### src/rtl/shrot_pkg.sv
package shrot_pkg;
  typedef enum logic [3:0] {
    OP_NEG  = 4'd0,
    OP_CPL  = 4'd1,
    OP_SRL  = 4'd2,
    OP_SRA  = 4'd3,
    OP_SLL  = 4'd4,
    OP_RRC  = 4'd5,
    OP_RLC  = 4'd6,
    OP_INC  = 4'd7,
    OP_DEC  = 4'd8,
    OP_SWAP = 4'd9,
    OP_CLR  = 4'd10,
    OP_TNZ  = 4'd11,
    OP_WRR  = 4'd12,
    OP_WRL  = 4'd13
  } shrot_op_e;
endpackage

### src/rtl/shrot_lane.sv
module shrot_lane
  import shrot_pkg::*;
#(
  parameter int W = 8
) (
  input  shrot_op_e      op,
  input  logic [W-1:0]   a,
  input  logic           cin,
  output logic [W-1:0]   r,
  output logic           cout,
  output logic           ok
);
  localparam int HW = W / 2;

  always_comb begin
    r    = a;
    cout = cin;
    ok   = 1'b1;
    case (op)
      OP_NEG:  begin r = (~a) + W'(1); cout = |a; end
      OP_CPL:  begin r = ~a; cout = 1'b1; end
      OP_SRL:  begin r = {1'b0, a[W-1:1]}; cout = a[0]; end
      OP_SRA:  begin r = {a[W-1], a[W-1:1]}; cout = a[0]; end
      OP_SLL:  begin r = {a[W-2:0], 1'b0}; cout = a[W-1]; end
      OP_RRC:  begin r = {cin, a[W-1:1]}; cout = a[0]; end
      OP_RLC:  begin r = {a[W-2:0], cin}; cout = a[W-1]; end
      OP_INC:  r = a + W'(1);
      OP_DEC:  r = a - W'(1);
      OP_SWAP: r = {a[HW-1:0], a[W-1:HW]};
      OP_CLR:  r = '0;
      OP_TNZ:  r = a;
      default: ok = 1'b0;
    endcase
  end
endmodule

### src/rtl/shrot_flags.sv
module shrot_flags #(
  parameter int BW = 8,
  localparam int WW = 2 * BW
) (
  input  logic [WW-1:0] res,
  input  logic          w16,
  output logic          n,
  output logic          z
);
  always_comb begin
    if (w16) begin
      n = res[WW-1];
      z = (res == '0);
    end else begin
      n = res[BW-1];
      z = (res[BW-1:0] == '0);
    end
  end
endmodule

### src/rtl/shrot_core.sv
module shrot_core
  import shrot_pkg::*;
#(
  parameter int BW = 8,
  localparam int WW = 2 * BW
) (
  input  shrot_op_e     op,
  input  logic          wide,
  input  logic [WW-1:0] x,
  input  logic [BW-1:0] acc,
  input  logic          cin,
  output logic [WW-1:0] res,
  output logic [BW-1:0] acc_nx,
  output logic          cout,
  output logic          ok,
  output logic          is_word
);
  logic [WW-1:0] lane_r [2];
  logic [1:0]    lane_c;
  logic [1:0]    lane_ok;

  for (genvar g = 0; g < 2; g++) begin : g_lane
    localparam int LW = BW * (g + 1);
    logic [LW-1:0] r_w;
    shrot_lane #(.W(LW)) u_lane (
      .op   (op),
      .a    (x[LW-1:0]),
      .cin  (cin),
      .r    (r_w),
      .cout (lane_c[g]),
      .ok   (lane_ok[g])
    );
    assign lane_r[g] = WW'(r_w);
  end

  always_comb begin
    is_word = 1'b0;
    acc_nx  = acc;
    cout    = cin;
    res     = lane_r[wide];
    ok      = lane_ok[wide];
    case (op)
      OP_WRR: begin
        is_word = 1'b1;
        ok      = 1'b1;
        res     = {acc, x[WW-1:BW]};
        acc_nx  = x[BW-1:0];
      end
      OP_WRL: begin
        is_word = 1'b1;
        ok      = 1'b1;
        res     = {x[BW-1:0], acc};
        acc_nx  = x[WW-1:BW];
      end
      default: cout = lane_c[wide];
    endcase
  end
endmodule

### src/rtl/shrot_unit.sv
module shrot_unit
  import shrot_pkg::*;
#(
  parameter int BYTE_W = 8,
  localparam int WW = 2 * BYTE_W
) (
  input  logic              clk,
  input  logic              rst,
  input  logic              start,
  input  logic [3:0]        op,
  input  logic              wide,
  input  logic [WW-1:0]     opnd,
  input  logic [BYTE_W-1:0] acc_in,
  input  logic              c_in,
  output logic              valid,
  output logic [WW-1:0]     result,
  output logic [BYTE_W-1:0] acc_out,
  output logic              flag_n,
  output logic              flag_z,
  output logic              flag_c,
  output logic              illegal
);
  shrot_op_e         op_e;
  logic [WW-1:0]     res_c;
  logic [BYTE_W-1:0] acc_c;
  logic              c_c, ok_c, word_c, n_c, z_c;

  assign op_e = shrot_op_e'(op);

  shrot_core #(.BW(BYTE_W)) u_core (
    .op      (op_e),
    .wide    (wide),
    .x       (opnd),
    .acc     (acc_in),
    .cin     (c_in),
    .res     (res_c),
    .acc_nx  (acc_c),
    .cout    (c_c),
    .ok      (ok_c),
    .is_word (word_c)
  );

  shrot_flags #(.BW(BYTE_W)) u_flags (
    .res (res_c),
    .w16 (wide | word_c),
    .n   (n_c),
    .z   (z_c)
  );

  always_ff @(posedge clk) begin
    if (rst) begin
      valid   <= 1'b0;
      illegal <= 1'b0;
      result  <= '0;
      acc_out <= '0;
      flag_n  <= 1'b0;
      flag_z  <= 1'b0;
      flag_c  <= 1'b0;
    end else begin
      valid   <= start;
      illegal <= start & ~ok_c;
      if (start && ok_c) begin
        result  <= res_c;
        acc_out <= acc_c;
        flag_n  <= n_c;
        flag_z  <= z_c;
        flag_c  <= c_c;
      end
    end
  end
endmodule

### config.mk
export PLATFORM = sky130hd
export DESIGN_NAME = shrot_unit
export DESIGN_NICKNAME = d
export VERILOG_FILES = /design/src/rtl/shrot_pkg.sv /design/src/rtl/shrot_lane.sv /design/src/rtl/shrot_flags.sv /design/src/rtl/shrot_core.sv /design/src/rtl/shrot_unit.sv
export SDC_FILE = /design/constraint.sdc
export NUM_CORES = 1
export LEC_CHECK = 0
export BUFFER_PORTS_ARGS = -buffer_cell sky130_fd_sc_hd__buf_4
export CORE_MARGIN = 3
export CORE_UTILIZATION = 62
export CTS_CLUSTER_SIZE = 25
export DETAILED_ROUTE_END_ITERATION = 7
export GPL_TIMING_DRIVEN = 0
export PLACE_DENSITY = 0.87
export REMOVE_ABC_BUFFERS = 1
export SYNTH_ARGS = -nofsm -noshare
export SYNTH_HDL_FRONTEND = slang
export SYNTH_SLANG_ARGS = --single-unit
### constraint.sdc
create_clock -name clk -period 6.7 [get_ports clk]
set_input_delay 1.34 -clock clk [delete_from_list [all_inputs] [get_ports clk]]
set_output_delay 1.34 -clock clk [all_outputs]
set_load 0.02 [all_outputs]
==> results.md, run 1 <==
* Status: finished with violations
* Failing checks: DRC
* Die footprint at around 0.0067 mm²
* Clk_lat worst skew at about 280 ps
* Die X at between 80 and 90 µm
* LEAKAGE at around 0.0015 µW
* Vias at a little under 5k
* Hold Path Stages at 2
* CTS tree: done
* Fin cells at approximately 620
* Nets at 580
* Count leader, synth: clkbuf_1
* Residual DRC count at 15
* Max-cap viol count at 0
* Setup CP Type: in2reg
* CP Capture Type: register
* Tcrit/Tclk final at 72.42%
* Commonest cells in the netlist: 56 x clkbuf_1, 55 x nor2_1, 40 x nand2_1
* Detailed-route wire length per cell at approximately 23 µm
* First-pass GRT wire length at between 20 and 25 mm
* DRT Pass-1 Iters at 8
* Minimum clock period at between 4000 and 5000 ps
* Gp weighted congestion at around 0.98
* Final setup viols at 0
* Via density at approximately 8
* Unrepaired setup endpoints after global routing: no
* GR Overflow Total at 0
* Number of global-route vias before repair at slightly below 4k
* Hold path endpoint: result[9]$_SDFFE_PP0P_
* Post-synth ARST share at 0%
* Layout cell share with drive strength beyond 1 at between 10% and 20%
* Top-area cell type share of the netlist area at about 16%
* Die extent in y at a little over 80 µm
* Worst r2r path cells at 2
* Max VDD drop at 0.1277 mV
* Number of diodes at 0
* CP Data Required Time at between 6000 and 7000 ps
* R2R Path Start: acc_out[2]$_SDFFE_PP0P_
* Pwr Density at about 150 mW/mm²
* # Post-CTS Setup Buffers at 0
* TNS Setup at 0 ps
* WP data arrival at 5030 ps
* Synth Flop Type: dfxtp_1
* Area of the mapped netlist at 0.003575 mm²
* Post-cts hold buffer count at 0
* Post-Route WL at roughly 14 mm
* Avg Cell Area, Syn at roughly 6.6 µm²
* Register area share after synthesis at between 10% and 20%
* Synth warn at 0
* Root Buffer: clkbuf_8
* Sink Count at 29
* CTS resizes at 0
* Max-slew violation count at 0
* Row cnt at 27
* Initial DRC Count at just under 1k
* Post-synth EDFFs at 0
* GRT Total Usage at about two fifths
* Placeable core area at between 0.005 and 0.006 mm²
* IO buf count at 61
* Final Hold Viols at 0
* Area growth syn-to-layout at 11.76%
* R2r setup slk at roughly 5600 ps
* Mapped Cells at about 540
* Yosys reg bits at 29
* Area contributors post-synth: dfxtp_1 16%, clkbuf_1 5.9%, nor2_1 5.8%
* Largest net degree at the start of global routing at between 40 and 50
* Final HPWL DP at ~9.5 mm
* Largest area contributor in the synthesized netlist: dfxtp_1
* Total CTS buffers at 5
* DP Cell Count at a little over 600
* Min-delay worst type: reg2reg
* Slew @ Worst Pin at around 1200 ps
* Worst-path clk slew at approximately 70 ps
* Fmax at 206.1 MHz
* Initial antenna violation count at 0
* CP Launch Type: primary input
* Starting density of the core at 64.52%
* Post-Route Skew at 0 ps
* Unique masters post-synth at 69
* Critical Path Fanout Max at 44
* H-tree levels at 2
* Bufs on Longest Clock Path at 2
* Worst slew margin at about a fifth
* Hold path start: result[9]$_SDFFE_PP0P_
* Reg-to-Reg End: acc_out[2]$_SDFFE_PP0P_
* Antenna-violating nets left at 0
* Ports at 62
[metal layers]
metal | global-route usage, % | routed length [µm] | up-vias | part of all wire [%]
li1 | - | - | 2073 | -
met1 | 55.33 | 5059 | 2146 | 36
met2 | 63.49 | 5847 | 483 | 42
met3 | 6.250 | 2177 | 119 | 16
met4 | 18.94 | 950 | 0 | 6.8
met5 | 0 | 0 | - | 0
[logic make-up after synthesis]
kind of cell | count (synthesis) | share of synthesized area, %
and+or+nand+nor | 220 | 32.34
AOI/OAI and AO/OA | 191 | 36.79
buffers and inverters | 73 | 7.875
DFF | 29 | 16.24
xor gates and xnor gates | 12 | 2.940
muxes | 11 | 3.115
adders and majority gates | 2 | 0.6999
[flip-flops by register name, summed over array words and instances, names as in the netlist]
signal and count:
result 16, acc_out 8, flag_c 1, flag_n 1, flag_z 1, illegal 1, valid 1
[metrics by stage]
step	cell area, µm²	worst slack [ps]	util [%]	total power, µW	hold WS [ps]
6_report	3995	1848	72.11	583.7	469.4
5_1_grt	3995	1678	72.11	603.3	507.5
4_1_cts	3995	1923	72.11	571.1	470.1
3_5_place_dp	3913	1634	70.62	433.1	461.7
3_3_place_gp	3879	707.8	70.01	425.4	443.7
2_1_floorplan	3331	2006	-	321.0	528.4
[cell usage in the layout (no fill, tap or decap), types with 5 or more instances in the layout]
master / instances
a22oi_1: 20
and3_1: 5
buf_4: 62
o22ai_1: 9
nor2b_1: 8
nor4_1: 9
or4_1: 8
nand3_1: 19
nor2_1: 55
a21oi_1: 33
a221oi_1: 5
a222oi_1: 10
a211oi_1: 19
nor3_1: 24
nand4_1: 6
nand2b_1: 7
or3_1: 12
o21ai_0: 37
o211ai_1: 5
dfxtp_1: 29
nand2_1: 40
a31oi_1: 11
xnor2_1: 9
inv_1: 8
mux2i_1: 10
clkbuf_8: 5
[critical path, stage by stage]
cell and delay, ps:
buf_4 360, nor4b_4 430, buf_6 240, xnor2_1 90, ha_1 310, or3_1 440
or3_1 390, nor4_1 250, nor3_1 80, or3b_2 440, a31oi_1 330, nor4bb_1 120
a31o_1 230
[where the power goes]
group          internal (µW)  switching [µW]
registers                185            7.35
clock network           71.9            70.6
logic                   88.6             160
total                    346             238
[how the worst max path moves through the flow]
stage / startpoint / end / slack, ps / cells past startpoint
after floorplan: op[0] / flag_z$_SDFFE_PP0P_ / 2010 / 10
after global placement: op[3] / flag_z$_SDFFE_PP0P_ / 710 / 11
after detailed placement: op[3] / flag_z$_SDFFE_PP0P_ / 1630 / 12
after CTS: op[3] / flag_z$_SDFFE_PP0P_ / 1920 / 12
after global routing: op[3] / flag_z$_SDFFE_PP0P_ / 1680 / 13
final: op[3] / flag_z$_SDFFE_PP0P_ / 1850 / 13
[layout make-up]
cell class,instances,area [µm²]
inverter,10,37.54
sequential,29,580.6
timing repair buffer,63,476.7
clock inverter,2,10.01
tap,72,90.09
fill,472,1545
multi-input combinational,436,2728
clock buffer,6,72.57
No activity file was read; power rests on OpenSTA's default activity.
==> inputs of run 2 (changes only) <==
CORE_UTILIZATION = 58   (was 62)
PLACE_DENSITY = 0.82   (was 0.87)
clock period = 5.1 ns   (was 6.7 ns; I/O delays follow)
==> results.md, run 2 (same netlist as run 1, synthesis figures left out) <==
* CTS tree: done
* Root Buffer: clkbuf_8
* Worst r2r path cells at 2 (unchanged)
* Status: complete, no violations
* Ports at 62 (unchanged)
* Max VDD drop at 0.1801 mV (+41%)
* Reg-to-Reg End: flag_z$_SDFFE_PP0P_
* GRT Total Usage at 36.21% (-4.8 points)
* Biggest regs: result x16, acc_out x8
* Minimum clock period at between 4000 and 5000 ps
* Post-cts hold buffer count at 0 (unchanged)
* First-pass GRT wire length at 21.07 mm (-0.52%)
* IO buf count at 61 (unchanged)
* GR Overflow Total at 0 (unchanged)
* LEAKAGE at 0.001477 µW (-0.26%)
* CP Data Required Time at 5330 ps (-1550 ps)
* WP data arrival at 5010 ps (-20 ps)
* Detailed-route wire length per cell at 22.08 µm (-2.8%)
* Max-cap viol count at 0 (unchanged)
* Sink Count at 29 (unchanged)
* Critical Path Fanout Max at 44 (unchanged)
* Max-slew violation count at 0 (unchanged)
* Die X at 84.51 µm (+3.1%)
* Worst setup startpoint: op[3]
* Slew @ Worst Pin at 1218 ps (+10.66 ps)
* Post-Route Skew at 0 ps (unchanged)
* Tcrit/Tclk final at a little over nine tenths
* Starting density of the core at 62.24% (-2.3 points)
* R2R Path Start: flag_z$_SDFFE_PP0P_
* Gp weighted congestion at 0.9813 (+0.30%)
* Fill cell count at 520 (+10%)
* Initial DRC Count at 804 (-17%)
* Commonest non-fill, non-tap cells in the layout: 61 x buf_4, 55 x nor2_1, 40 x nand2_1
* CP Launch Type: primary input
* Internal power at 453.6 µW (+31%)
* Largest net degree at the start of global routing at 46 (unchanged)
* DRT Pass-1 Iters at 8 (unchanged)
* Nets at 578 (-0.34%)
* Area growth syn-to-layout at 11.59%
* Most common cell after layout, fill and taps aside: buf_4
* R2r setup slk at 4340 ps (-1290 ps)
* Hold path start: result[6]$_SDFFE_PP0P_
* Most flop-heavy register: result
* Via density at 7.653 (-1.9%)
* Number of global-route vias before repair at 4102 (+3.9%)
* Unrepaired setup endpoints after global routing: no
* Sequential share of power at 32.9% (about the same)
* Antenna-violating nets left at 0 (unchanged)
* Final HPWL DP at 9.206 mm (-3.4%)
* Layout cell share with drive strength beyond 1 at 14.52% (-0.13 points)
* Worst Slack Setup Final at 321.8 ps (-1526 ps)
* P_sw at 311.2 µW (+31%)
* Hold Path Stages at 2 (unchanged)
* Pwr Density at 191.7 mW/mm² (+31%)
* Initial antenna violation count at 0 (unchanged)
* Setup CP Type: in2reg
* Final setup viols at 0 (unchanged)
* Place WS at 149.5 ps (-1484 ps)
* CP Capture Type: register
* Total CTS buffers at 5 (unchanged)
* Number of diodes at 0 (unchanged)
* Residual DRC count at 0 (-15)
* Clock share of power at 24.6% (+0.2 points)
* Final Hold Viols at 0 (unchanged)
* Die extent in y at 84.51 µm (+3.1%)
* Max FFs per register at 16 (unchanged)
* Clk_lat worst skew at 280 ps (about the same)
* Worst slew margin at 18.80% (-0.71 points)
* Post-Route WL at 13.60 mm (-3.1%)
* Worst-path clk slew at 70 ps (about the same)
* Bufs on Longest Clock Path at 2 (unchanged)
* # Post-CTS Setup Buffers at 0 (unchanged)
* Row cnt at 27 (unchanged)
* Sw Ratio at 40.69% (-0.093 points)
* Final Core Density at 69.46% (-2.7 points)
* Placeable core area at 0.005743 mm² (+3.7%)
* Hold path endpoint: result[6]$_SDFFE_PP0P_
* Fmax at about 210 MHz
* Vias at 4714 (-2.2%)
* Min-delay worst type: reg2reg
* Combinational power share at 42.5% (about the same)
* Die footprint at 0.007141 mm² (+6.4%)
* CTS resizes at 0 (unchanged)
* H-tree levels at 2 (unchanged)
## run 2: power by group through the flow
stage | logic (µW) | registers [µW] | clock network [µW]
after CTS | 313 | 252 | 189
after global routing | 344 | 254 | 201
after global placement | 305 | 256 | 0
after floorplan | 145 | 276 | 0
after detailed placement | 311 | 257 | 0
final | 325 | 251 | 188
## run 2: worst max-delay path: stages
cell and delay, ps:
buf_4 350, nor4b_4 860, xnor2_1 140, ha_1 300, or3_1 400, o32a_1 330
a22o_1 190, a211o_1 320, or4_1 530, nor4_1 370, a31o_1 180
## run 2: worst max-delay path by stage
stage,end,slack (ps)
finish,flag_z$_SDFFE_PP0P_,320
global placement,flag_z$_SDFFE_PP0P_,-340
detailed placement,flag_z$_SDFFE_PP0P_,150
CTS,flag_z$_SDFFE_PP0P_,420
global route,flag_z$_SDFFE_PP0P_,210
floorplan,flag_z$_SDFFE_PP0P_,730
## run 2: layout make-up
class / count / area (µm²) / area share, %
tap: 72 / 90.09 / 2.258
clock inverter: 3 / 17.52 / 0.4391
clock buffer: 5 / 68.82 / 1.725
multi-input combinational: 436 / 2736 / 68.60
sequential: 29 / 580.6 / 14.55
timing repair buffer: 61 / 457.9 / 11.48
inverter: 10 / 37.54 / 0.9410
## run 2: routing by layer
metal / vias up / part of all wire, % / GRT usage (%)
li1: 2066 / - / -
met3: 90 / 15 / 11.19
met2: 444 / 43 / 55.23
met4: 0 / 5.4 / 16.69
met1: 2114 / 36 / 46.60
met5: - / 0 / 0
## run 2: stage by stage
stage               cells  instance area (µm²)  hold slack, ps  total power [µW]  setup TNS, ps
CTS                   616                 3989           458.4             753.6              0
floorplan             475                 3331           528.4             421.7              0
global placement      608                 3879           445.1             561.0         -398.0
detailed placement    608                 3902           448.7             567.9              0
finish                616                 3989           457.6             764.8              0
global route          616                 3989           495.2             798.1              0
